==> src/rtl/pwm_bank_pkg.sv <==
package pwm_bank_pkg;

  localparam int unsigned CTRL_ADDR   = 8;
  localparam int unsigned BUF_BASE    = 12;
  localparam int unsigned BUF_STRIDE  = 12;
  localparam int unsigned THR_OFFSET  = 4;
  localparam int unsigned GROUP_W     = 4;

  // bit positions inside a timer's control group
  localparam int unsigned BIT_START   = 0;
  localparam int unsigned BIT_MANUAL  = 1;
  localparam int unsigned BIT_INVERT  = 2;
  localparam int unsigned BIT_RELOAD  = 3;
  localparam int unsigned BIT_RELOAD_LAST = 2;

  typedef struct packed {
    logic start;
    logic manual;
    logic invert;
    logic reload;
  } chan_ctl_t;

  // group 1 is skipped: timer 0 -> group 0, timer n -> group n+1
  function automatic int unsigned group_lsb(input int unsigned ch);
    return (ch == 0) ? 0 : GROUP_W * (ch + 1);
  endfunction

  function automatic int unsigned period_addr(input int unsigned ch);
    return BUF_BASE + BUF_STRIDE * ch;
  endfunction

  function automatic int unsigned thresh_addr(input int unsigned ch);
    return BUF_BASE + BUF_STRIDE * ch + THR_OFFSET;
  endfunction

endpackage

==> src/rtl/pwm_bank_rst_sync.sv <==
module pwm_bank_rst_sync #(
  parameter int unsigned STAGES = 2
) (
  input  logic clk,
  input  logic rst_n,
  output logic rst_sync_n
);

  logic [STAGES-1:0] sync_q;
  logic [STAGES-1:0] sync_d;

  always_comb begin
    sync_d = {sync_q[STAGES-2:0], 1'b1};
  end

  always_ff @(posedge clk or negedge rst_n) begin
    if (!rst_n) begin
      sync_q <= '0;
    end else begin
      sync_q <= sync_d;
    end
  end

  assign rst_sync_n = sync_q[STAGES-1];

endmodule

==> src/rtl/pwm_bank_regs.sv <==
module pwm_bank_regs
  import pwm_bank_pkg::*;
#(
  parameter int unsigned NUM_CH = 5,
  parameter int unsigned CNT_W  = 16,
  parameter int unsigned ADDR_W = 8,
  parameter int unsigned DATA_W = 32
) (
  input  logic                           clk,
  input  logic                           rst_n,
  input  logic                           bus_wr,
  input  logic [ADDR_W-1:0]              bus_addr,
  input  logic [DATA_W-1:0]              bus_wdata,
  output logic [DATA_W-1:0]              bus_rdata,
  output chan_ctl_t [NUM_CH-1:0]         ctl,
  output logic [NUM_CH-1:0][CNT_W-1:0]   period_buf,
  output logic [NUM_CH-1:0][CNT_W-1:0]   thresh_buf
);

  function automatic logic [DATA_W-1:0] build_mask();
    logic [DATA_W-1:0] m;
    m = '0;
    for (int unsigned c = 0; c < NUM_CH; c++) begin
      if (c == NUM_CH - 1) begin
        m[group_lsb(c) + BIT_START]       = 1'b1;
        m[group_lsb(c) + BIT_MANUAL]      = 1'b1;
        m[group_lsb(c) + BIT_RELOAD_LAST] = 1'b1;
      end else begin
        m[group_lsb(c) + BIT_START]  = 1'b1;
        m[group_lsb(c) + BIT_MANUAL] = 1'b1;
        m[group_lsb(c) + BIT_INVERT] = 1'b1;
        m[group_lsb(c) + BIT_RELOAD] = 1'b1;
      end
    end
    return m;
  endfunction

  localparam logic [DATA_W-1:0] CTRL_MASK = build_mask();
  localparam logic [ADDR_W-1:0] CTRL_A    = ADDR_W'(CTRL_ADDR);

  logic [DATA_W-1:0] ctrl_q;
  logic [DATA_W-1:0] ctrl_d;
  logic              ctrl_we;

  always_comb begin
    ctrl_we = bus_wr && (bus_addr == CTRL_A);
    ctrl_d  = bus_wdata & CTRL_MASK;
  end

  always_ff @(posedge clk or negedge rst_n) begin
    if (!rst_n) begin
      ctrl_q <= '0;
    end else if (ctrl_we) begin
      ctrl_q <= ctrl_d;
    end
  end

  for (genvar ch = 0; ch < NUM_CH; ch++) begin : g_chan
    localparam int unsigned LSB = group_lsb(ch);
    localparam logic [ADDR_W-1:0] PER_A = ADDR_W'(period_addr(ch));
    localparam logic [ADDR_W-1:0] THR_A = ADDR_W'(thresh_addr(ch));

    logic per_we;
    logic thr_we;
    logic [CNT_W-1:0] stage_d;

    assign ctl[ch].start  = ctrl_q[LSB + BIT_START];
    assign ctl[ch].manual = ctrl_q[LSB + BIT_MANUAL];

    if (ch == NUM_CH - 1) begin : g_last
      assign ctl[ch].invert = 1'b0;
      assign ctl[ch].reload = ctrl_q[LSB + BIT_RELOAD_LAST];
    end else begin : g_std
      assign ctl[ch].invert = ctrl_q[LSB + BIT_INVERT];
      assign ctl[ch].reload = ctrl_q[LSB + BIT_RELOAD];
    end

    always_comb begin
      per_we  = bus_wr && (bus_addr == PER_A);
      thr_we  = bus_wr && (bus_addr == THR_A);
      stage_d = bus_wdata[CNT_W-1:0];
    end

    always_ff @(posedge clk or negedge rst_n) begin
      if (!rst_n) begin
        period_buf[ch] <= '0;
      end else if (per_we) begin
        period_buf[ch] <= stage_d;
      end
    end

    always_ff @(posedge clk or negedge rst_n) begin
      if (!rst_n) begin
        thresh_buf[ch] <= '0;
      end else if (thr_we) begin
        thresh_buf[ch] <= stage_d;
      end
    end
  end

  always_comb begin
    bus_rdata = '0;
    if (bus_addr == CTRL_A) begin
      bus_rdata = ctrl_q;
    end
    for (int unsigned c = 0; c < NUM_CH; c++) begin
      if (bus_addr == ADDR_W'(period_addr(c))) begin
        bus_rdata = DATA_W'(period_buf[c]);
      end
      if (bus_addr == ADDR_W'(thresh_addr(c))) begin
        bus_rdata = DATA_W'(thresh_buf[c]);
      end
    end
  end

endmodule

==> src/rtl/pwm_bank_chan.sv <==
module pwm_bank_chan
  import pwm_bank_pkg::*;
#(
  parameter int unsigned CNT_W = 16
) (
  input  logic             clk,
  input  logic             rst_n,
  input  logic             tick,
  input  chan_ctl_t        ctl,
  input  logic [CNT_W-1:0] period_buf,
  input  logic [CNT_W-1:0] thresh_buf,
  output logic             pwm,
  output logic             uf_pulse,
  output logic [CNT_W-1:0] cnt_val,
  output logic             halted
);

  logic [CNT_W-1:0] cnt_q, cnt_d;
  logic [CNT_W-1:0] thr_q;
  logic             cnt_en, thr_en;
  logic             halt_q, halt_d, halt_en;
  logic             uf_q, uf_d;
  logic             run, at_zero, counting, wrap, load, step, stop;

  always_comb begin
    run      = ctl.start & ~halt_q;
    at_zero  = (cnt_q == '0);
    counting = ~ctl.manual & run & tick;
    wrap     = counting & at_zero;
    step     = counting & ~at_zero;
    load     = ctl.manual | (wrap & ctl.reload);
    stop     = wrap & ~ctl.reload;

    cnt_en   = load | step;
    cnt_d    = load ? period_buf : (cnt_q - CNT_W'(1));
    thr_en   = load;

    halt_en  = ctl.manual | stop;
    halt_d   = ~ctl.manual;

    uf_d     = wrap;
  end

  always_ff @(posedge clk or negedge rst_n) begin
    if (!rst_n) begin
      cnt_q <= '0;
    end else if (cnt_en) begin
      cnt_q <= cnt_d;
    end
  end

  always_ff @(posedge clk or negedge rst_n) begin
    if (!rst_n) begin
      thr_q <= '0;
    end else if (thr_en) begin
      thr_q <= thresh_buf;
    end
  end

  always_ff @(posedge clk or negedge rst_n) begin
    if (!rst_n) begin
      halt_q <= 1'b0;
    end else if (halt_en) begin
      halt_q <= halt_d;
    end
  end

  always_ff @(posedge clk or negedge rst_n) begin
    if (!rst_n) begin
      uf_q <= 1'b0;
    end else begin
      uf_q <= uf_d;
    end
  end

  assign pwm      = (run & (cnt_q <= thr_q)) ^ ctl.invert;
  assign uf_pulse = uf_q;
  assign cnt_val  = cnt_q;
  assign halted   = halt_q;

endmodule

==> src/rtl/pwm_timer_bank.sv <==
module pwm_timer_bank
  import pwm_bank_pkg::*;
#(
  parameter int unsigned NUM_CH = 5,
  parameter int unsigned CNT_W  = 16,
  parameter int unsigned ADDR_W = 8,
  parameter int unsigned DATA_W = 32
) (
  input  logic              clk,
  input  logic              rst_n,
  input  logic [NUM_CH-1:0] tick_en,
  input  logic              bus_wr,
  input  logic [ADDR_W-1:0] bus_addr,
  input  logic [DATA_W-1:0] bus_wdata,
  output logic [DATA_W-1:0] bus_rdata,
  output logic [NUM_CH-1:0] pwm_out,
  output logic [NUM_CH-1:0] underflow
);

  logic                          rst_int_n;
  chan_ctl_t [NUM_CH-1:0]        ctl;
  logic [NUM_CH-1:0][CNT_W-1:0]  period_buf;
  logic [NUM_CH-1:0][CNT_W-1:0]  thresh_buf;
  logic [NUM_CH-1:0][CNT_W-1:0]  chan_cnt;
  logic [NUM_CH-1:0]             chan_halt;
  logic [NUM_CH-1:0]             chan_start;
  logic [NUM_CH-1:0]             chan_manual;
  logic [NUM_CH-1:0]             chan_invert;

  pwm_bank_rst_sync #(.STAGES(2)) u_rst_sync (
    .clk        (clk),
    .rst_n      (rst_n),
    .rst_sync_n (rst_int_n)
  );

  pwm_bank_regs #(
    .NUM_CH (NUM_CH),
    .CNT_W  (CNT_W),
    .ADDR_W (ADDR_W),
    .DATA_W (DATA_W)
  ) u_regs (
    .clk        (clk),
    .rst_n      (rst_int_n),
    .bus_wr     (bus_wr),
    .bus_addr   (bus_addr),
    .bus_wdata  (bus_wdata),
    .bus_rdata  (bus_rdata),
    .ctl        (ctl),
    .period_buf (period_buf),
    .thresh_buf (thresh_buf)
  );

  for (genvar ch = 0; ch < NUM_CH; ch++) begin : g_tmr
    pwm_bank_chan #(.CNT_W(CNT_W)) u_chan (
      .clk        (clk),
      .rst_n      (rst_int_n),
      .tick       (tick_en[ch]),
      .ctl        (ctl[ch]),
      .period_buf (period_buf[ch]),
      .thresh_buf (thresh_buf[ch]),
      .pwm        (pwm_out[ch]),
      .uf_pulse   (underflow[ch]),
      .cnt_val    (chan_cnt[ch]),
      .halted     (chan_halt[ch])
    );
    assign chan_start[ch]  = ctl[ch].start;
    assign chan_manual[ch] = ctl[ch].manual;
    assign chan_invert[ch] = ctl[ch].invert;
  end

endmodule

==> config.mk <==
export PLATFORM = sky130hd
export DESIGN_NAME = pwm_timer_bank
export DESIGN_NICKNAME = d
export VERILOG_FILES = /design/src/rtl/pwm_bank_pkg.sv /design/src/rtl/pwm_bank_rst_sync.sv /design/src/rtl/pwm_bank_regs.sv /design/src/rtl/pwm_bank_chan.sv /design/src/rtl/pwm_timer_bank.sv
export SDC_FILE = /design/constraint.sdc
export NUM_CORES = 1
export LEC_CHECK = 0
export CAP_MARGIN = 15
export CORE_ASPECT_RATIO = 0.9
export CORE_MARGIN = 2
export CORE_UTILIZATION = 64
export CTS_CLUSTER_DIAMETER = 80
export DETAILED_ROUTE_END_ITERATION = 10
export GPL_ROUTABILITY_DRIVEN = 0
export PLACE_DENSITY = 0.86
export SLEW_MARGIN = 20
export SYNTH_ARGS = -nofsm -noshare
export SYNTH_HDL_FRONTEND = slang
export SYNTH_SLANG_ARGS = --single-unit
==> constraint.sdc <==
create_clock -name clk -period 18.99 [get_ports clk]
set_input_delay 1.899 -clock clk [delete_from_list [all_inputs] [get_ports clk]]
set_output_delay 1.899 -clock clk [all_outputs]
set_load 0.05 [all_outputs]
==> impl_metrics.ini <==
[power]
switching_power_uw = 970.6
combinationalPowerShare_pct = 31.4
ir_drop_mv = 0.08778
pwr-share-seq_pct = 39.3
p_sw_share_pct = 36.29
p_leak_nw = 9.642
p_int_mw = 1.704
p_clk_share_pct = 29.2
power.density_mw_per_mm2 = 128.1

[sta]
fin_crit_ns = 8.195
skew_ns = 0.02527
finalCritPeriodShare_pct = 43.15
fmax_mhz = 122.0
rsz0062_at_grt = no
hold_viol_final = 0
setup_violations = 0
relSlewSlack_pct = 21.25
setup_ws_ns = 10.79
tightest_slew_ns = 1.181
maxSlewViolCount = 0
setup_tns_ns = 0

[synth]
yosys_warnings = 0
ys_ff_latch = 351
ys_types = 89
netlist_area_sq_mm = 0.01879
async_reset_ff_share_pct = 100.0
ys_dominant_reg_cell = dfrtp_1
synthCells = 1856
avgSynthCellArea_sq_um = 10.12
synth-edff-count = 0
yosysSeqAreaShare_pct = 46.74

[global_routing]
grt.overflow.total = 0
grt_pass1_wl_mm = 88.97
grt_pass1_vias = 15750
antenna_found_initial = 0
grtUsageTotal_pct = 37.51
grt_max_degree = 182

[placement]
pre_cts_slack_ns = 10.99
portBuffers = 71
dp_hpwl_mm = 38.33

[clock_network]
cts_setup_buffers = 0
cts-buffers-inserted = 36
cts_tree = built
cts.clk_slew.worst_paths_ns = 0.07
cts_hold_buf = 0
cts.sinks = 351
post_cts_resize_count = 0
clk_path_buf_depth = 3
cts_max_level = 2
root_buffer = clkbuf_16
insertion_delay_ns = 0.53

[flow_run]
cap_violations = 0

[routing]
wirelength_mm = 56.70
via_per_inst = 6.885
wl_per_cell_um = 24.66
drc = 0
drtAntennaViolNets = 0
drtPass1Iterations = 9
vias = 15830
dr.first_iter.drc_count = 2544

[floorplan]
die_h_um = 166.6
start_util_pct = 65.10
fp.coreArea_sq_mm = 0.02886
rows = 59
io_pins = 90
dieArea_sq_mm = 0.03075
die_x_um = 184.6

[worst_setup_path]
cp.arrival_ns = 6.30
setup.worst_path.class = in2out
startpoint_type = input pin
crit_path_max_fanout = 12
required_ns = 17.09
r2r_slack_ns = 15.72
cp-end-kind = primary output

[outcome]
status = completed

[final_layout]
finalNetCount = 2008
layout-drive-gt1-share_pct = 14.98
diodes = 0
area_growth_pct = 11.13
n_fill_cell = 1908

[min_path]
hp-class = reg2async
## per-layer routing
layer / global-route usage [%] / vias up / wire length [um]
met3: 8.266 / 243 / 6992
met4: 19.22 / 0 / 3304
met5: 0 / - / 0
met1: 51.98 / 7678 / 21640
met2: 55.87 / 1125 / 24760
li1: - / 6783 / -
## cells in the final DEF (no fill, tap or decap), types with 11 or more instances in the layout
cell,n
a221o_1,32
dfrtp_1,350
o22ai_1,37
mux2i_1,18
o21ai_1,24
nor3_1,33
nor2b_1,16
clkbuf_16,37
ha_1,85
inv_1,103
nand2b_1,15
nor3b_1,11
nor2_1,131
nand2_1,200
mux2_2,182
a22oi_1,12
o311ai_0,11
a21oi_1,61
clkdlybuf4s50_1,70
nand3_1,38
nor4_1,22
o21ai_0,116
o41ai_1,12
o211ai_1,26
nand4_1,15
## layout make-up
| type | instances | area, sq um | share of cell area, % |
|---|---|---|---|
| Clock inverter | 16 | 272.8 | 1.306 |
| Inverter | 103 | 386.6 | 1.851 |
| Clock buffer | 50 | 1025 | 4.907 |
| Sequential cell | 351 | 8787 | 42.08 |
| Tap cell | 396 | 495.5 | 2.373 |
| Timing Repair Buffer | 81 | 793.3 | 3.799 |
| Multi-Input combinational cell | 1302 | 9123 | 43.68 |
## stage by stage
step | power (mW) | hold slack [ns] | cells | util, % | area, sq um
final | 2.674 | 0.3461 | 2299 | 72.35 | 20880
after global routing | 2.831 | 0.3466 | 2299 | 72.35 | 20880
after CTS | 2.649 | 0.3460 | 2299 | 72.32 | 20870
after detailed placement | 1.858 | 0.3347 | 2233 | 67.82 | 19580
after global placement | 1.792 | 0.3344 | 2233 | 67.82 | 19580
after floorplan | 1.627 | 0.3312 | 1864 | - | 18820
## critical path: stages
cell and delay [ns]:
clkdlybuf4s50_1 0.70, or4b_1 0.64, nor2_1 0.64, nand2_1 0.43, o22ai_1 0.26, a21oi_1 0.19
o41ai_1 0.60, clkdlybuf4s50_1 0.92
## power by group through the flow
stage | clock network [mW] | registers (mW) | logic [mW]
2_1_floorplan | 0 | 1.02 | 0.612
3_3_place_gp | 0 | 1.04 | 0.749
3_5_place_dp | 0 | 1.05 | 0.804
4_1_cts | 0.782 | 1.05 | 0.822
5_1_grt | 0.816 | 1.07 | 0.946
6_report | 0.782 | 1.05 | 0.840
## path summary, 6_finish.rpt
kind,from,endpoint,cells after the start
worst max-delay path,bus_addr[4],bus_rdata[10],8
worst min-delay path,u_rst_sync.sync_q[1]$_DFF_PN0_,u_regs.thresh_buf[59]$_DFFE_PN0P_,0
worst max register to register,g_tmr[2].u_chan.cnt_val[0]$_DFFE_PN0P_,g_tmr[2].u_chan.thr_q[11]$_DFFE_PN0P_,8
worst min register to register,u_rst_sync.sync_q[1]$_DFF_PN0_,u_regs.thresh_buf[59]$_DFFE_PN0P_,0
max in group asynchronous,u_rst_sync.sync_q[1]$_DFF_PN0_,g_tmr[4].u_chan.cnt_val[12]$_DFFE_PN0P_,2
min in group clk,u_rst_sync.sync_q[0]$_DFF_PN0_,u_rst_sync.sync_q[1]$_DFF_PN0_,0
## flip-flops by register name, indices dropped and copies added (netlist names)
register               cells
g_tmr.u_chan.halted        5
u_rst_sync.sync_q          2
g_tmr.u_chan.cnt_val      80
u_regs.thresh_buf         80
g_tmr.u_chan.uf_pulse      5
u_regs.period_buf         80
u_regs.ctrl_q             19
g_tmr.u_chan.thr_q        80
## synthesized netlist by cell type (24+ instances only)
cell	count	area share [%]
nor3_1	33	0.88
a221o_1	32	1.7
mux2_2	182	11
o22ai_1	37	1.2
nand2_1	200	4.0
o211ai_1	26	1.0
a21oi_1	61	1.6
clkbuf_1	43	0.86
buf_2	30	0.80
ha_1	85	5.7
o21ai_0	116	3.1
nor2_1	131	2.6
o21ai_1	24	0.64
nand3_1	38	1.0
inv_1	103	2.1
dfrtp_1	351	47
## cells by family after synthesis
kind of cell             after synthesis  share of synthesized area, %
other                                  2                       0.03997
buffers and inverters                211                         4.914
multiplexers                         207                         12.29
XOR/XNOR                               8                        0.3728
AO/OA/AOI/OAI                        421                         14.88
adder cells (fa/ha/maj)               85                         5.660
AND/OR/NAND/NOR                      571                         15.10
flip-flops                           351                         46.74
No activity file was read; power rests on OpenSTA's default activity.
